===== src/rtl/sensor_cmd_pkg.sv =====
package sensor_cmd_pkg;
  localparam int BYTE_W = 8;
  localparam int ADDR_W = 5;

  localparam logic [7:0] OP_RESET     = 8'h1B;
  localparam logic [7:0] OP_START     = 8'h08;
  localparam logic [7:0] OP_SAMPLE    = 8'h10;
  localparam logic [7:0] OP_READ      = 8'h02;
  localparam logic [7:0] OP_ABORT     = 8'h19;
  localparam logic [7:0] OP_HOLD      = 8'h12;
  localparam logic [7:0] OP_HOLDSTART = 8'h16;
  localparam logic [2:0] GRP_WRITE    = 3'b010;
  localparam logic [2:0] GRP_READ     = 3'b011;

  typedef enum logic {S_CMD, S_DATA} decState_t;

  // strobes from control to datapath
  typedef struct packed {
    logic              wrEn;
    logic              rdEn;
    logic [ADDR_W-1:0] addr;
  } regCmd_t;

  typedef struct packed {
    logic rst;
    logic start;
    logic sample;
    logic read;
    logic abort;
  } action_t;
endpackage


===== src/rtl/sensor_cmd_ctrl.sv =====
module sensor_cmd_ctrl
  import sensor_cmd_pkg::*;
(
  input  logic              clk,
  input  logic              rstN,
  input  logic [BYTE_W-1:0] rxByte,
  input  logic              rxValid,
  input  logic              breakEvt,
  output regCmd_t           regCmd,
  output action_t           actQ
);
  decState_t         state;
  logic [ADDR_W-1:0] pendAddr;
  logic              accept;
  logic              inCmd;
  action_t           actNext;

  assign accept = rxValid && !breakEvt;
  assign inCmd  = accept && (state == S_CMD);

  always_comb begin
    actNext = '0;
    if (inCmd) begin
      unique case (rxByte)
        OP_RESET:     actNext.rst = 1'b1;
        OP_START:     actNext.start = 1'b1;
        OP_SAMPLE:    actNext.sample = 1'b1;
        OP_READ:      actNext.read = 1'b1;
        OP_ABORT:     actNext.abort = 1'b1;
        OP_HOLD:      begin actNext.sample = 1'b1; actNext.read = 1'b1; end
        OP_HOLDSTART: begin actNext.sample = 1'b1; actNext.read = 1'b1; actNext.start = 1'b1; end
        default:      actNext = '0;
      endcase
    end
  end

  always_comb begin
    regCmd.wrEn = accept && (state == S_DATA);
    regCmd.rdEn = inCmd && (rxByte[7:5] == GRP_READ);
    regCmd.addr = (state == S_DATA) ? pendAddr : rxByte[ADDR_W-1:0];
  end

  always_ff @(posedge clk or negedge rstN) begin
    if (!rstN) begin
      state    <= S_CMD;
      pendAddr <= '0;
      actQ     <= '0;
    end else begin
      actQ <= actNext;
      if (breakEvt) begin
        state <= S_CMD;
      end else if (inCmd && rxByte[7:5] == GRP_WRITE) begin
        state    <= S_DATA;
        pendAddr <= rxByte[ADDR_W-1:0];
      end else if (accept) begin
        state <= S_CMD;
      end
    end
  end

  assert_break_resync_R10: assert property (@(posedge clk) disable iff (!rstN)
    breakEvt |=> state == S_CMD);
  assert_strobe_source_R1: assert property (@(posedge clk) disable iff (!rstN)
    (|actQ) |-> ($past(rxValid) && !$past(breakEvt)));
  assert_data_no_action_R3: assert property (@(posedge clk) disable iff (!rstN)
    (state == S_DATA && rxValid) |=> !(|actQ));
endmodule


===== src/rtl/sensor_cmd_datapath.sv =====
module sensor_cmd_datapath
  import sensor_cmd_pkg::*;
#(
  parameter int NUM_ZONES = 3,
  parameter int GAIN_W    = 5,
  parameter int READ_GAP  = 4,
  parameter int MODE_ADDR = 31,
  parameter int SLEEP_BIT = 4
) (
  input  logic                        clk,
  input  logic                        rstN,
  input  regCmd_t                     regCmd,
  input  logic [BYTE_W-1:0]           wrData,
  output logic [NUM_ZONES*BYTE_W-1:0] zoneOffset,
  output logic [NUM_ZONES*GAIN_W-1:0] zoneGain,
  output logic [BYTE_W-1:0]           modeReg,
  output logic                        sleep,
  output logic                        txOut
);
  localparam int FRAME_W = BYTE_W + 2;
  localparam int CNT_W   = $clog2(FRAME_W + 1);
  localparam int GAP_W   = $clog2(READ_GAP + 1);

  logic [BYTE_W-1:0]  offsetQ [NUM_ZONES];
  logic [GAIN_W-1:0]  gainQ   [NUM_ZONES];
  logic [BYTE_W-1:0]  modeQ;
  logic [BYTE_W-1:0]  rdData;
  logic [FRAME_W-1:0] shiftQ;
  logic [CNT_W-1:0]   bitCnt;
  logic [GAP_W-1:0]   gapCnt;
  logic               txLine;

  for (genvar z = 0; z < NUM_ZONES; z++) begin : g_zone
    always_ff @(posedge clk or negedge rstN) begin
      if (!rstN) begin
        offsetQ[z] <= '0;
        gainQ[z]   <= '0;
      end else if (regCmd.wrEn) begin
        if (regCmd.addr == ADDR_W'(2*z))   offsetQ[z] <= wrData;
        if (regCmd.addr == ADDR_W'(2*z+1)) gainQ[z]   <= wrData[GAIN_W-1:0];
      end
    end
    assign zoneOffset[z*BYTE_W +: BYTE_W] = offsetQ[z];
    assign zoneGain[z*GAIN_W +: GAIN_W]   = gainQ[z];
  end

  always_ff @(posedge clk or negedge rstN) begin
    if (!rstN)                                            modeQ <= '0;
    else if (regCmd.wrEn && regCmd.addr == ADDR_W'(MODE_ADDR)) modeQ <= wrData;
  end
  assign modeReg = modeQ;
  assign sleep   = modeQ[SLEEP_BIT];

  always_comb begin
    rdData = '0;
    if (regCmd.addr == ADDR_W'(MODE_ADDR)) rdData = modeQ;
    for (int z = 0; z < NUM_ZONES; z++) begin
      if (regCmd.addr == ADDR_W'(2*z))   rdData = offsetQ[z];
      if (regCmd.addr == ADDR_W'(2*z+1)) rdData = BYTE_W'(gainQ[z]);
    end
  end

  // frame sequencing on the rising edge
  always_ff @(posedge clk or negedge rstN) begin
    if (!rstN) begin
      shiftQ <= '1;
      bitCnt <= '0;
      gapCnt <= '0;
      txLine <= 1'b1;
    end else if (regCmd.rdEn) begin
      shiftQ <= {1'b1, rdData, 1'b0};
      bitCnt <= CNT_W'(FRAME_W);
      gapCnt <= GAP_W'(READ_GAP - 1);
      txLine <= 1'b1;
    end else if (gapCnt != '0) begin
      gapCnt <= gapCnt - 1'b1;
    end else if (bitCnt != '0) begin
      txLine <= shiftQ[0];
      shiftQ <= {1'b1, shiftQ[FRAME_W-1:1]};
      bitCnt <= bitCnt - 1'b1;
    end else begin
      txLine <= 1'b1;
    end
  end

  // retime to the falling edge
  always_ff @(negedge clk or negedge rstN) begin
    if (!rstN) txOut <= 1'b1;
    else       txOut <= txLine;
  end

  assert_gap_high_R7: assert property (@(posedge clk) disable iff (!rstN)
    regCmd.rdEn |=> txLine);
  assert_gain_mask_R5: assert property (@(posedge clk) disable iff (!rstN)
    (regCmd.wrEn && regCmd.addr == ADDR_W'(1)) |=> gainQ[0] == $past(wrData[GAIN_W-1:0]));
  assert_mode_write_R6: assert property (@(posedge clk) disable iff (!rstN)
    (regCmd.wrEn && regCmd.addr == ADDR_W'(MODE_ADDR)) |=> modeQ == $past(wrData));
  assert_offset_write_R4: assert property (@(posedge clk) disable iff (!rstN)
    (regCmd.wrEn && regCmd.addr == ADDR_W'(0)) |=> offsetQ[0] == $past(wrData));
endmodule


===== src/rtl/sensor_cmd_decoder.sv =====
module sensor_cmd_decoder
  import sensor_cmd_pkg::*;
#(
  parameter int NUM_ZONES = 3,
  parameter int GAIN_W    = 5,
  parameter int READ_GAP  = 4,
  parameter int MODE_ADDR = 31,
  parameter int SLEEP_BIT = 4
) (
  input  logic                        clk,
  input  logic                        rstN,
  input  logic [7:0]                  rxByte,
  input  logic                        rxValid,
  input  logic                        breakEvt,
  output logic                        actReset,
  output logic                        actStart,
  output logic                        actSample,
  output logic                        actRead,
  output logic                        actAbort,
  output logic [NUM_ZONES*8-1:0]      zoneOffset,
  output logic [NUM_ZONES*GAIN_W-1:0] zoneGain,
  output logic [7:0]                  modeReg,
  output logic                        sleep,
  output logic                        txOut
);
  regCmd_t regCmd;
  action_t actQ;

  sensor_cmd_ctrl u_ctrl (
    .clk(clk), .rstN(rstN), .rxByte(rxByte), .rxValid(rxValid),
    .breakEvt(breakEvt), .regCmd(regCmd), .actQ(actQ)
  );

  sensor_cmd_datapath #(
    .NUM_ZONES(NUM_ZONES), .GAIN_W(GAIN_W), .READ_GAP(READ_GAP),
    .MODE_ADDR(MODE_ADDR), .SLEEP_BIT(SLEEP_BIT)
  ) u_dp (
    .clk(clk), .rstN(rstN), .regCmd(regCmd), .wrData(rxByte),
    .zoneOffset(zoneOffset), .zoneGain(zoneGain), .modeReg(modeReg),
    .sleep(sleep), .txOut(txOut)
  );

  assign actReset  = actQ.rst;
  assign actStart  = actQ.start;
  assign actSample = actQ.sample;
  assign actRead   = actQ.read;
  assign actAbort  = actQ.abort;
endmodule


===== config.mk =====
export PLATFORM = sky130hd
export DESIGN_NAME = sensor_cmd_decoder
export DESIGN_NICKNAME = d
export VERILOG_FILES = /design/src/rtl/sensor_cmd_pkg.sv /design/src/rtl/sensor_cmd_ctrl.sv /design/src/rtl/sensor_cmd_datapath.sv /design/src/rtl/sensor_cmd_decoder.sv
export SDC_FILE = /design/constraint.sdc
export NUM_CORES = 1
export LEC_CHECK = 0
export CORE_MARGIN = 2
export CORE_UTILIZATION = 59
export DETAILED_ROUTE_END_ITERATION = 10
export DONT_BUFFER_PORTS = 1
export PLACE_DENSITY = 0.81
export SETUP_SLACK_MARGIN = 0.02
export SYNTH_ARGS = -nofsm -noshare
export SYNTH_HDL_FRONTEND = slang
export SYNTH_SLANG_ARGS = --single-unit

===== constraint.sdc =====
create_clock -name clk -period 2.27 [get_ports clk]
set_input_delay 0.227 -clock clk [delete_from_list [all_inputs] [get_ports clk]]
set_output_delay 0.227 -clock clk [all_outputs]
set_load 0.02 [all_outputs]

# == Yosys cells after proc, flatten, opt, wreduce, memory -nomap -nowiden ==
# Cells that the tools add are included.
# op_classes
n_addsub,2
n_mul,0
n_div,0
order_cmp,0
eq_ne,16
n_shift,0
n_mux,28
n_bitwise,2
reduce_logical,24
# op_table
cell,count
$mux 8,7
$eq 8x5->1 const B,5
$mux 10,3
$reduce_and 2->1,8
$mux 4,3
$mux 1,11
$eq 5x2->1 const B,2
$eq 5x3->1 const B,2
$mux 5,2
$eq 8x2->1 const B,1
$eq 8x4->1 const B,1
$eq 3x2->1 const B,2
$logic_and 1x1->1,6
$mux 3,2
$reduce_bool 3->1,2
$reduce_or 3->1,2
$eq 5x1->1 const B,1
$eq 5x5->1 const B,1
$logic_not 5->1,1
$reduce_bool 2->1,2
$reduce_bool 4->1,1
$sub 4x1->4 const B,1
$sub 3x1->3 const B,1
$ne 2x2->1 const B,1
other kinds (3),4
# word_totals
ff_bits,77
latchBits,0
mem_bits_rw,0
rom_bits,0
input_bits,12
output_inout_bits,54
wordCells,91
memories,0

# == Logic depth before layout (Yosys ltp) ==
# Gate-level depths: netlist of the first run.
# logic_depth
word_depth,10
depth_mapped,9
ltp_nobuf,7

# == Modules after synthesis ==
# Synthesis of the first run repeated with hierarchy kept, for this count alone.
# unflattened
hier_cells,320
hier_area_um2,3786.1
# by_module_without_submodules
mod,instances,cells_per_inst,area_per_inst_um2,seq_area_each_um2
sensor_cmd_datapath,1,275,3234.4,1640.3
sensor_cmd_ctrl,1,45,551.8,275.3

==> results.json, run 1 <==
{
  "numCtsBuffers": 9,
  "yosysWarnings": 0,
  "finalSetupViolations": 1,
  "r2r-start": "u_ctrl.pendAddr[4]",
  "finalPower_uw": 3480,
  "report.final.slew_viol_count": 0,
  "die_h_um": 85.7,
  "pin_count": 66,
  "synth_cell_types": 60,
  "cts_root_buf": "clkbuf_8",
  "grt_pass1_vias": 2917,
  "grt_pass1_wl_um": 15300,
  "startpoint": "u_dp.txOut",
  "yosys-mux-area-fraction_pct": 16.1,
  "syn_avg_cell_area_um2": 11.2,
  "syn_nets": 368,
  "clk_pin_slew_ns": 0.08,
  "rsz0062_at_grt": "true",
  "start_util_pct": 61.3,
  "ant_nets": 0,
  "fin_worst_skew_ns": 0.0330,
  "numClockSinks": 76,
  "final_util_pct": 67.7,
  "seq_area_frac_synth_pct": 48.6,
  "antennaDiodeCount": 0,
  "area_growth_pct": 10.4,
  "power_density_nw_per_um2": 801,
  "max_slew_margin_pct": 64.0,
  "nNetsFinal": 381,
  "clock_path_buffers": 2,
  "fp-row-count": 29,
  "htree_levels": 3,
  "status": "finished, violations left",
  "path_max_fanout": 1,
  "synth_simple_gate_area_share_pct": 15.3,
  "synth_top_family_by_area": "multiplexers",
  "report.final.hold_viol_count": 0,
  "arrival_ns": 2.09,
  "synth_edf_count": 0,
  "power_leakage_uw": 0.00198,
  "multi_input_area_um2": 1870,
  "drtIter0Drc": 242,
  "synthesis.area_um2": 3940,
  "vias": 2908,
  "die_w_um": 85.7,
  "dieArea_um2": 7350,
  "final_area_um2": 4350,
  "synth_ff_type": "dfrtp_1",
  "cp.required_ns": 2.04,
  "cts_tree": "done",
  "async_flop_share_pct": 100,
  "syn_inst": 353,
  "grt_overflow": 0,
  "hold_class": "input pin to register",
  "drc_errors": 3,
  "cp-start-kind": "register",
  "post_dp_cell_area_um2": 4060,
  "place_congestion": 0.962,
  "ys_ff_latch": 76,
  "final-seq-area_um2": 1920,
  "via_per_inst": 6.49,
  "antenna_found_initial": 0,
  "fill_cells": 466,
  "irDropWorstVdd_mv": 0.600,
  "grt_max_degree": 76,
  "io_buffer_count": 0,
  "end_kind": "primary output",
  "synth_fa_ha_area_share_pct": 0.953,
  "worst_slew_pin_slew_ns": 0.535,
  "drt-total-wl_um": 9330,
  "synth_compound_area_share_pct": 14.1,
  "clk_latency_ns": 0.39,
  "synth_xor_xnor_area_share_pct": 0.889,
  "failed_checks": "design-rule violations, negative setup slack",
  "cap_violations": 0,
  "grt_usage_pct": 27.0,
  "detail_route.wl_per_cell_um": 20.8,
  "final_layout_size_suffix_gt1_share_pct": 30.5,
  "core_area_um2": 6420,
  "dp_hpwl_um": 6480,
  "layout_setup_ws_ns": -0.0464,
  "dr.pass1.iters": 10,
  "crit_type": "register to primary output",
  "hp-start": "rxByte[5]"
}
## placed cells by master (no fill, tap or decap), types with 8 or more instances in the layout
master    count
a21oi_1      13
clkbuf_8      9
a22o_1        8
mux2_2       48
dfstp_2      11
dfrtp_1      65
nor2_1       21
o21ai_0      12
buf_4        17
nor3_1       11
nor2b_1      13
inv_1        14
nand2_1      16
## report_power, final
part / internal, µW / switching, µW / leakage [µW]
registers: 1620 / 157 / 0.00100
logic: 311 / 366 / 0.000880
clock network: 513 / 521 / 0.0000988
total: 2440 / 1040 / 0.00198
## path summary, 6_finish.rpt
| kind | endpoint | slack (ns) | cells past startpoint |
|---|---|---|---|
| setup / recovery | txOut | -0.05 | 0 |
| hold / removal | u_dp.zoneOffset[5] | 0.01 | 1 |
| setup reg to reg | u_dp.zoneGain[4] | 0.12 | 4 |
| hold reg to reg | u_dp.shiftQ[0] | 0.48 | 2 |
| max in group asynchronous | u_dp.txOut | 1.43 | 0 |
| min in group asynchronous | u_ctrl.actQ[4] | 0.41 | 2 |
## routing by layer
metal	vias to the layer above	wire, µm	GRT usage, %
li1	1313	-	-
met1	1466	4030	36.5
met2	113	4350	40.7
met3	16	742	7.41
met4	0	211	12.7
met5	-	0	0
## per-stage QoR
stage          setup slack [ns]  instances  hold WS, ns  setup TNS, ns
2_1_floorplan             0.215        353      -0.0686              0
3_3_place_gp              0.189        425      -0.0670              0
3_5_place_dp              0.141        425      -0.0667              0
4_1_cts                 -0.0563        447      0.00576        -0.0563
5_1_grt                 -0.0751        448     0.000776        -0.0751
6_report                -0.0464        448       0.0142        -0.0464
## state kept, by name, summed over array words and instances, names as in the netlist
| register | count |
|---|---|
| u_dp.gapCnt | 3 |
| u_dp.bitCnt | 4 |
| u_dp.shiftQ | 9 |
| u_dp.zoneOffset | 24 |
| u_ctrl.actQ | 5 |
| u_ctrl.state | 1 |
| u_dp.zoneGain | 15 |
| u_dp.txLine | 1 |
| u_ctrl.pendAddr | 5 |
| u_dp.modeReg | 8 |
| u_dp.txOut | 1 |
## cell usage after synthesis (6+ instances only)
library cell / count / area [µm²]
dfstp_2: 11 / 289
o22ai_1: 6 / 37.5
nor2b_1: 13 / 81.3
nand2_1: 16 / 60.1
inv_1: 14 / 52.6
a22o_1: 8 / 70.1
o21ai_0: 12 / 60.1
a21oi_1: 13 / 65.1
nor2_1: 22 / 82.6
or3_1: 6 / 37.5
nor3_1: 11 / 55.1
buf_2: 8 / 40.0
mux2_2: 48 / 541
clkbuf_1: 11 / 41.3
o211ai_1: 6 / 45.0
a211oi_1: 6 / 45.0
a31oi_1: 6 / 37.5
dfrtp_1: 65 / 1630
## cell type report
| type | instances | area share, % |
|---|---|---|
| multi-input combinational | 241 | 43.0 |
| inverter | 13 | 1.12 |
| clock inverter | 8 | 1.81 |
| timing repair buffer | 24 | 4.95 |
| clock buffer | 9 | 2.85 |
| tap | 77 | 2.22 |
| sequential | 76 | 44.0 |
## cells by family after synthesis
family                   Yosys count
AO/OA/AOI/OAI                     77
XOR/XNOR                           4
adder cells (fa/ha/maj)            3
buffers and inverters             36
flip-flops                        76
multiplexers                      55
AND/OR/NAND/NOR                  102
## repair_timing
item | CTS | global route
pin swaps | 0 | 0
buffers inserted | 0 | 0
hold buffers | 6 | 1
endpoints found under the hold margin | 79 | 1
resized for setup | 0 | 1
endpoints found under the setup margin | 1 | 3
Power figures use the tool's default switching activity.
==> inputs of run 2 (changes only) <==
--- a/config.mk
+++ b/config.mk
@@ -13,4 +13,5 @@
 export SETUP_SLACK_MARGIN = 0.02
 export SYNTH_ARGS = -nofsm -noshare
 export SYNTH_HDL_FRONTEND = slang
+export SYNTH_HIERARCHICAL = 1
 export SYNTH_SLANG_ARGS = --single-unit
==> constraint.sdc (replaced) <==
create_clock -name clk -period 2.3 [get_ports clk]
set_input_delay 0.23 -clock clk [delete_from_list [all_inputs] [get_ports clk]]
set_output_delay 0.23 -clock clk [all_outputs]
set_load 0.02 [all_outputs]
==> run 2 against run 1 <==
Against the previous run: the run ends with negative setup slack left; clock skew up 0.0013 ns; final cell count shrank 7.6%; non-clock buffer count shrank 2; sequential share of layout area increased by 1.3 points; first-iteration DRC count fell by 10%; hold slack better by 0.0049 ns; via count fell by 9.3%; sequential power down 2%; register-to-register slack gained 0.02 ns; global-route usage shrank 0.52 points; critical path type unchanged; highest routed layer unchanged.
==> results.json, run 2 <==
{
  "status": "finished, violations left",
  "failed_checks": "negative setup slack",
  "antenna_found_initial": 0,
  "syn_inst": 320,
  "path_max_fanout": 1,
  "dp_hpwl_um": 5910,
  "grt_pass1_vias": 2733,
  "yosysMostFrequentCell": "dfrtp_1",
  "synthTopCellsByCount": "dfrtp_1 (65), mux2_2 (55), nor2_1 (17)",
  "cap_violations": 0,
  "drtIter0Drc": 217,
  "async_flop_share_pct": 100,
  "report.final.slew_viol_count": 0,
  "grt_max_degree": 76,
  "final_layout_size_suffix_gt1_share_pct": 33.8,
  "fill_cells": 473,
  "irDropWorstVdd_mv": 0.770,
  "synth_ff_type": "dfrtp_1",
  "drt-total-wl_um": 8890,
  "holdPathEnd": "u_ctrl/pendAddr[3]",
  "worst_slew_pin_slew_ns": 0.455,
  "rsz0062_at_grt": "true",
  "grt_overflow": 0,
  "pin_count": 66,
  "wl_met1_um": 3660,
  "htree_levels": 3,
  "synth_top_cell_by_area": "dfrtp_1",
  "cts_tree": "done",
  "seq_area_frac_synth_pct": 50.6,
  "reg2reg_slack_ns": 0.14,
  "startpoint": "u_dp/txOut",
  "dieArea_um2": 7070,
  "ys_ff_latch": 76,
  "largest_reg_flops": 24,
  "io_buffer_count": 0,
  "cts_root_buf": "clkbuf_8",
  "numCtsBuffers": 9,
  "clk_latency_ns": 0.38,
  "syn_avg_cell_area_um2": 11.8,
  "yosysWarnings": 6,
  "hp-start": "rxByte[3]",
  "fp-row-count": 29,
  "finalPower_uw": 3560,
  "drc_errors": 0,
  "detail_route.wl_per_cell_um": 21.5,
  "nNetsFinal": 348,
  "dr.pass1.iters": 5,
  "ant_nets": 0,
  "mostFrequentLayoutCells": "dfrtp_1 (65), mux2_2 (55), nor2_1 (16)",
  "synth_cell_types": 49,
  "max_slew_margin_pct": 69.5,
  "synthesis.area_um2": 3790,
  "layout_setup_ws_ns": -0.0276,
  "vias": 2638,
  "grt_usage_pct": 26.5,
  "arrival_ns": 2.10,
  "rr_worst_depth": 5,
  "core_area_um2": 6280,
  "fin_worst_skew_ns": 0.0343,
  "timing.hold.ws_ns": 0.0191,
  "cp.required_ns": 2.07,
  "syn_nets": 336,
  "highest_layer": "met4",
  "hold_path_depth": 1,
  "start_util_pct": 60.3,
  "r2r-start": "u_ctrl/state",
  "die_w_um": 84.1,
  "wl_met3_um": 655,
  "synth_edf_count": 0,
  "end_kind": "primary output",
  "clock_path_buffers": 2,
  "grt_pass1_wl_um": 14600,
  "synth_area_leaders": "dfrtp_1 (43%), mux2_2 (16%), dfstp_2 (7.6%)",
  "hold_class": "input pin to register",
  "die_h_um": 84.1,
  "cp-start-kind": "register",
  "place_congestion": 0.879,
  "layout_commonest_cell": "dfrtp_1",
  "cts_setup_buffers": 0,
  "numClockSinks": 76,
  "power_leakage_uw": 0.00191,
  "finalSetupViolations": 1,
  "wl_met2_um": 4480,
  "power_density_nw_per_um2": 843,
  "clk_pin_slew_ns": 0.09,
  "multi_input_area_um2": 1760,
  "r2r-end": "u_ctrl/actQ[1]",
  "area_growth_pct": 11.6,
  "final-seq-area_um2": 1920,
  "report.final.hold_viol_count": 0,
  "yosysTopAreaCellShare_pct": 43.0,
  "crit_type": "register to primary output",
  "via_per_inst": 6.37,
  "antennaDiodeCount": 0
}
## run 2: cells by family after synthesis
kind of cell	Yosys count	share of synthesized area [%]
AOI/OAI and AO/OA	52	9.42
xor gates and xnor gates	4	0.925
adders and majority gates	4	1.32
buffers and inverters	30	3.50
DFF	76	50.6
muxes	64	18.7
and+or+nand+nor	90	15.5
## run 2: how the worst max path moves through the flow
stage,end,slack (ns),depth (start not counted)
final,txOut,-0.03,0
after global routing,txOut,-0.06,0
after CTS,txOut,-0.04,0
after detailed placement,u_dp/modeReg[1],0.12,7
after global placement,u_dp/zoneGain[6],0.23,5
after floorplan,u_dp/zoneGain[5],0.02,7
## run 2: power by group
group	total, µW	internal [µW]	switching, µW
Sequential	1730	1590	137
Clock	1140	618	522
Combinational	695	340	356
Total	3560	2550	1010
## run 2: stage by stage
step                      TNS [ns]  cells  setup slack (ns)  cell area (µm²)  util (%)
final                      -0.0276    414           -0.0276             4230      67.3
after global routing       -0.0561    414           -0.0561             4230      67.3
after CTS                  -0.0440    414           -0.0440             4220      67.2
after detailed placement         0    391             0.119             3910      62.3
after global placement           0    391             0.225             3910      62.3
after floorplan                  0    320            0.0176             3810         -
## run 2: timing repair
item                       in CTS  in global routing
setup endpoints to repair       1                 24
hold buffers                    7                  0
gates resized for setup         0                  3
hold endpoints to repair       79                  0
## run 2: layer usage
metal  up-vias  global-route usage, %
li1       1205                      -
met3        11                   8.31
met5         -                      0
met4         0                   7.18
met1      1326                   34.5
met2        96                   43.1
## run 2: area by class of cell
cell class	instances	share of cell area, %
Sequential cell	76	45.3
Tap cell	77	2.28
Clock buffer	9	2.93
Multi-Input combinational cell	214	41.5
Timing Repair Buffer	22	4.74
Inverter	8	0.711
Clock inverter	8	2.46
